<file path="src/rtl/cfg_rom_loader.sv">
module cfg_rom_loader #(
  parameter int          DIV      = 64,
  parameter int          ADDR_W   = 6,
  parameter int          WORD_W   = 16,
  parameter int          GANG_BIT = 14,
  parameter logic [15:0] DEF_VID  = 16'hF0C1,
  parameter logic [15:0] DEF_PID  = 16'h7A00
) (
  input  logic        clk,
  input  logic        rst_n,
  input  logic        xmem_en_n,
  input  logic        gang_pin_i,
  input  logic        sdata_i,
  output logic        sclk_o,
  output logic        sclk_oe_o,
  output logic        sdata_o,
  output logic        sdata_oe_o,
  output logic [15:0] vid_o,
  output logic [15:0] pid_o,
  output logic        ganged_o,
  output logic        done_o,
  output logic        err_o
);
  localparam int HALF   = DIV / 2;
  localparam int CMD_W  = 3 + ADDR_W;
  localparam int DATA_W = 3 * WORD_W;
  localparam int NBITS  = CMD_W + 1 + DATA_W;
  localparam int CW     = $clog2(DIV);
  localparam int BW     = $clog2(NBITS + 1);
  localparam int GPOS   = CMD_W + 1 + (WORD_W - 1 - GANG_BIT);
  localparam logic [CMD_W-1:0] CMD = {3'b110, {ADDR_W{1'b0}}};

  typedef enum logic [1:0] {S_IDLE, S_RUN, S_DONE} st_t;

  st_t                 st;
  logic [CW-1:0]       cnt;
  logic [BW-1:0]       bitn;
  logic [2*WORD_W-2:0] shreg;
  logic                bad, skip, gang_cap, gang_r;
  logic [15:0]         vid_r, pid_r;
  logic [2*WORD_W-1:0] last;
  logic                run, tick, drv;

  assign run  = (st == S_RUN);
  assign tick = run && (cnt == CW'(DIV - 1));
  assign drv  = run && (bitn < BW'(CMD_W));
  assign last = {shreg, sdata_i};

  always_ff @(posedge clk or negedge rst_n) begin
    if (!rst_n) begin
      st       <= S_IDLE;
      cnt      <= '0;
      bitn     <= '0;
      shreg    <= '0;
      bad      <= 1'b0;
      skip     <= 1'b0;
      gang_cap <= 1'b0;
      gang_r   <= 1'b0;
      vid_r    <= DEF_VID;
      pid_r    <= DEF_PID;
    end else begin
      case (st)
        S_IDLE: begin
          cnt  <= '0;
          bitn <= '0;
          if (xmem_en_n) begin
            skip <= 1'b1;
            st   <= S_DONE;
          end else begin
            st <= S_RUN;
          end
        end
        S_RUN: begin
          if (tick) begin
            cnt <= '0;
            if (bitn == BW'(CMD_W))
              bad <= sdata_i;
            if (bitn > BW'(CMD_W))
              shreg <= {shreg[2*WORD_W-3:0], sdata_i};
            if (bitn == BW'(GPOS))
              gang_cap <= sdata_i;
            if (bitn == BW'(NBITS - 1)) begin
              st <= S_DONE;
              if (!bad) begin
                vid_r  <= last[2*WORD_W-1:WORD_W];
                pid_r  <= last[WORD_W-1:0];
                gang_r <= gang_cap;
              end
            end else begin
              bitn <= bitn + 1'b1;
            end
          end else begin
            cnt <= cnt + 1'b1;
          end
        end
        default: ;
      endcase
    end
  end

  assign sclk_oe_o  = run;
  assign sclk_o     = run && (cnt >= CW'(HALF));
  assign sdata_oe_o = drv;
  assign sdata_o    = drv && CMD[CMD_W - 1 - int'(bitn)];
  assign done_o     = (st == S_DONE);
  assign err_o      = done_o && bad;
  assign vid_o      = vid_r;
  assign pid_o      = pid_r;
  assign ganged_o   = (done_o && skip) ? gang_pin_i : gang_r;
endmodule

</file>
<file path="config.mk">
export PLATFORM = sky130hd
export DESIGN_NAME = cfg_rom_loader
export DESIGN_NICKNAME = d
export VERILOG_FILES = /design/src/rtl/cfg_rom_loader.sv
export SDC_FILE = /design/constraint.sdc
export NUM_CORES = 1
export LEC_CHECK = 0
export BUFFER_PORTS_ARGS = -buffer_cell sky130_fd_sc_hd__buf_2
export CAP_MARGIN = 10
export CORE_ASPECT_RATIO = 1.4
export CORE_MARGIN = 5
export CORE_UTILIZATION = 57
export DETAILED_ROUTE_END_ITERATION = 8
export PLACE_DENSITY = 0.75
export SLEW_MARGIN = 20
export SYNTH_ARGS = -nofsm -noshare
export SYNTH_HDL_FRONTEND = slang
export SYNTH_SLANG_ARGS = --single-unit
</file>
<file path="constraint.sdc">
create_clock -name clk -period 2.4 [get_ports clk]
set_input_delay 0.24 -clock clk [delete_from_list [all_inputs] [get_ports clk]]
set_output_delay 0.24 -clock clk [all_outputs]
set_load 0.1 [all_outputs]
</file>
======== Word-level counts from Yosys, hierarchy flattened ========
Memories as Yosys holds them, arrays and structs flattened.
Index checks and enable logic that the tools add are counted.
word-level totals
  bits in registers ....................... 81
  memory bits (read-only) ................. 16
  input port bits ......................... 5
  output and inout port bits .............. 39
  logic and storage cells ................. 55
  memories kept ........................... 1
cells by class
  $add $sub $neg .......................... 3
  order comparisons ....................... 4
  equality and inequality tests ........... 9
  multiplexer cells ....................... 12
  bitwise gates (word level) .............. 1
  reductions and logical operators ........ 15
memory list
  memory           words  width  rd ports  clocked after Yosys merged registers in  write ports  RTL line  RTL
  (no name shown)  16     1      1         0                                        0            104       assign sdata_o = drv && CMD[CMD_W - 1 - int'(bitn)];
operators with widths
  kind                                                           number
  one-hot mux 6 bit (2 select lines)                             2
  two-way mux 6 bit                                              3
  AND reduction 3 bit                                            5
  adder 6 x 1 -> 6 bit, second input constant                    2
  equality test 6 x 4 -> 1 bit, second input constant            2
  equality test 6 bit, second input constant                     2
  less-than comparator 7 x 6 -> 1 bit, second input constant     1
  subtractor 4 x 6 -> 7 bit, first input constant                1
  >= comparator 6 bit, second input constant                     1
  greater-than comparator 6 x 4 -> 1 bit, second input constant  1
  logical AND 1 bit                                              6
  less-than comparator 6 x 4 -> 1 bit, second input constant     1
  two-way mux 2 bit                                              3
  inequality test 2 x 1 -> 1 bit, second input constant          2
  one-hot mux 2 bit (2 select lines)                             1
  AND reduction 4 bit                                            1
  two-way mux 1 bit                                              3
  equality test 2 x 1 -> 1 bit, second input constant            1
  equality test 2 bit, second input constant                     1
  logical NOT 2 bit                                              1
  inequality test 2 bit, second input constant                   1
  AND reduction 2 bit                                            1
  nonzero test 2 bit                                             1
  inverter 1 bit                                                 1

======== Longest topological paths before layout ========
  depth after elaboration ................. 5
  depth in mapped cells ................... 7
  depth with buffers taken out ............ 6

======== Worst setup path after synthesis ========
No wires, ideal clock.
  kind .................................... reg2out
  from .................................... reg st[1]
  to ...................................... out err_o
  arrival ................................. 2.812 ns
  data required time ...................... 2.160 ns
  path slack .............................. -0.652 ns
  stages on the path, launching flop included .. 4
  path buffers ............................ 1
  path through ............................ dfrtp_1 buf_2 nor2b_1 and2_1
on the way
  word-level cells in the longest chain between the ends .. 2
RTL lines
  element                   RTL line  RTL
  start: declaration        35        st_t st;
  start signal: assignment  51        st <= S_IDLE;
  start signal: assignment  68        st <= S_DONE;
  start signal: assignment  70        st <= S_RUN;
  equality test 2 bit       105       assign done_o = (st == S_DONE);
  named net done_o          21        output logic done_o,
  logical AND 1 bit         106       assign err_o = done_o && bad;
  end: declaration          22        output logic err_o
The timed path passes the listed nets, and every way through them passes these cells.

======== Worst setup path after layout ========
  from .................................... reg st[0]
  to ...................................... out sdata_oe_o
on the way
  word-level cells in the longest chain between the ends .. 2
RTL lines
  element                       RTL line  RTL
  equality test 2 x 1 -> 1 bit  44        assign run = (st == S_RUN);
  logical AND 1 bit             46        assign drv = run && (bitn < BW'(CMD_W));
  end: declaration              17        output logic sdata_oe_o,
No other way between the ends.

==> results by group <==
Status
  • Status: complete, no violations

Setup path
  • CP Max Fanout: 9
  • Worst path cell trace: or4b_1, a21oi_2, buf_2
  • Startpoint Class: register
  • Max stage delay on crit path: 0.57 ns
  • CP bufs+invs: 1
  • Delay-heaviest family, CP: simple AND/OR/NAND/NOR gates
  • CP endpoint kind: primary output
  • CP Data Required Time: 2.16 ns
  • Worst endpoint data arrival time: 2.03 ns
  • Slowest CP cell: or4b_1
  • Crit Path Category: register to primary output

Global route
  • Initial antenna violation count: 0
  • Global-route wire length before repair: 10,700 um
  • Gr ovfl total: 0
  • Largest net degree at the start of global routing: 42
  • Number of global-route vias before repair: 2,189
  • Gr usage total: 17.3%

Layout
  • ANT cells: 0
  • Layout area overhead: 16.0%
  • # fillers: 436
  • Layout Cells excl Fill: 385
  • Highest-count cells in the layout ignoring fill and taps: dfrtp_1, mux2_2, buf_2
  • Most common library cell in the layout ignoring fill and taps: dfrtp_1
  • Share of cells above drive strength 1: 48.3%
  • Final net count: 321
  • Fin area: 0.00404 mm2

Timing
  • Finish-stage setup viols: 0
  • RSZ-0062 raised after global routing: no
  • Max Freq: 0.440 GHz
  • Pins Over Slew Limit: 0
  • Fin crit share: 94.6%
  • Setup ws final: 0.130 ns
  • Worst clock skew: 0.0133 ns
  • Tightest Pin Transition: 0.505 ns
  • Endpoints failing hold: 0
  • Max-slew headroom: 66.3%
  • Setup TNS: 0 ns
  • Post-layout min period: 2.27 ns

Routing
  • Total Wirelength: 6310 um
  • Via count: 2,181
  • DRT antenna net count: 0
  • DRC viols: 0
  • Drt wl/cell: 16.4 um
  • Via density: 5.66
  • Drt pass-1 iters: 4
  • Detailed Route Iter0 Violations: 97

Worst hold path
  • HP Class: input port to register

Synth
  • Post-Syn Area: 0.00348 mm2
  • Post-synthesis async set-or-reset flop share: 100%
  • Synth warnings: 0
  • Seq/Total Area, Yosys: 58.7%
  • Post-synth EDFFs: 0
  • Mean Syn Cell Area: 13.6 um2
  • Primary FF master, synth: dfrtp_1
  • Synth Instances: 255
  • Number of distinct library cells after synthesis: 41
  • Syn nets: 266
  • Yosys reg bits: 81

Die
  • Core Rows: 33
  • Starting Density: 58.9%
  • Die H: 102 um
  • Die area: 0.00779 mm2
  • Core Region: 0.00590 mm2
  • Total I/O pin count: 44
  • Die Wd: 76.0 um

Place
  • Hpwl dp: 4400 um
  • Worst slack, placed: 0.280 ns
  • Buffers on Ports: 43
  • Cell count after placement: 368
  • Routability congestion estimate: 0.843
  • Post-place instance area: 0.00382 mm2

Clock network
  • Cts bufs inserted: 9
  • Root buf cell: clkbuf_8
  • H-tree levels: 3
  • CTS tree: yes
  • Skew-Pair Late Insertion Delay: 0.35 ns
  • Clock Path Buffers: 2
  • CTS Sinks: 81
  • Clk slew on worst S/H paths: 0.09 ns

Job
  • Max-cap violations: 0

Power
  • Power Dens Cells: 604 mW/mm2
  • Max rail drop VDD: 389 uV
  • Leakage Power: 2.04 nW
[worst paths after layout]
| kind | from | end | slack, ns | depth (start not counted) |
|---|---|---|---|---|
| setup reg to reg | bitn[0] | shreg[4] | 0.32 | 7 |
| max in group asynchronous | rst_n | pid_o[12] | 1.27 | 3 |
| min in group asynchronous | rst_n | cnt[3] | 0.39 | 2 |
| setup / recovery | st[0] | sdata_oe_o | 0.13 | 3 |
| hold reg to reg | skip | skip | 0.50 | 1 |
| hold / removal | xmem_en_n | skip | 0.13 | 2 |
[where the power goes]
group	switching (mW)	internal [mW]	leakage [nW]
Combinational	0.0447	0.0110	0.861
Clock	0.475	0.538	0.107
Sequential	0.00308	1.37	1.08
Total	0.522	1.92	2.04
[final cells by class]
type	count	area [um2]	area share, %
flip-flops and latches	81	2040	50.6
multi-input cells	156	1340	33.2
repair buffers	54	330	8.19
clock buffers	12	155	3.84
well taps	70	87.6	2.17
clock inverters	4	48.8	1.21
inverters	8	30.0	0.744
[state kept, by name, indices dropped and copies added, names as in the netlist]
signal,cells
vid_o,16
bad,1
gang_cap,1
st,2
shreg,31
cnt,6
bitn,6
pid_o,16
gang_r,1
skip,1
[per-stage QoR]
stage	total power, mW	utilization [%]	hold WS, ns
2_1_floorplan	1.41	-	-0.0556
3_3_place_gp	1.45	64.7	0.243
3_5_place_dp	1.45	64.7	0.243
4_1_cts	2.47	68.3	0.120
5_1_grt	2.53	68.3	0.136
6_report	2.44	68.3	0.130
[logic make-up after synthesis]
kind of cell	Yosys count	synth area share, %
adder cells (fa/ha/maj)	6	2.16
XOR/XNOR	1	0.252
flip-flops	81	58.7
buffers and inverters	18	3.06
AND/OR/NAND/NOR	53	8.20
multiplexers	68	22.0
AO/OA/AOI/OAI	28	5.68
[synthesized netlist by cell type, drive strengths merged, types with 6 or more instances]
| cell type | instances | area share (%) |
|---|---|---|
| nand3 | 9 | 1.3 |
| ha | 6 | 2.2 |
| buf | 9 | 2.1 |
| nand2 | 15 | 1.8 |
| nor2 | 10 | 1.3 |
| o21ai | 6 | 0.86 |
| a21oi | 6 | 0.86 |
| dfstp | 12 | 9.1 |
| inv | 8 | 0.86 |
| mux2 | 67 | 22 |
| dfrtp | 69 | 50 |
[layer usage]
| metal | up-vias | track usage (%) | share of wire [%] |
|---|---|---|---|
| met4 | 0 | 10.3 | 1.8 |
| met2 | 36 | 29.7 | 53 |
| li1 | 1023 | - | - |
| met5 | - | 0 | 0 |
| met1 | 1113 | 20.7 | 42 |
| met3 | 9 | 2.73 | 3.4 |
[repair_timing]
item                                   CTS  global route
setup endpoints to repair                0             1
buffers inserted                         0             0
endpoints found under the hold margin   32             0
hold buffers                             1             0
resized for setup                        0             2
No activity file was read; power rests on OpenSTA's default activity.
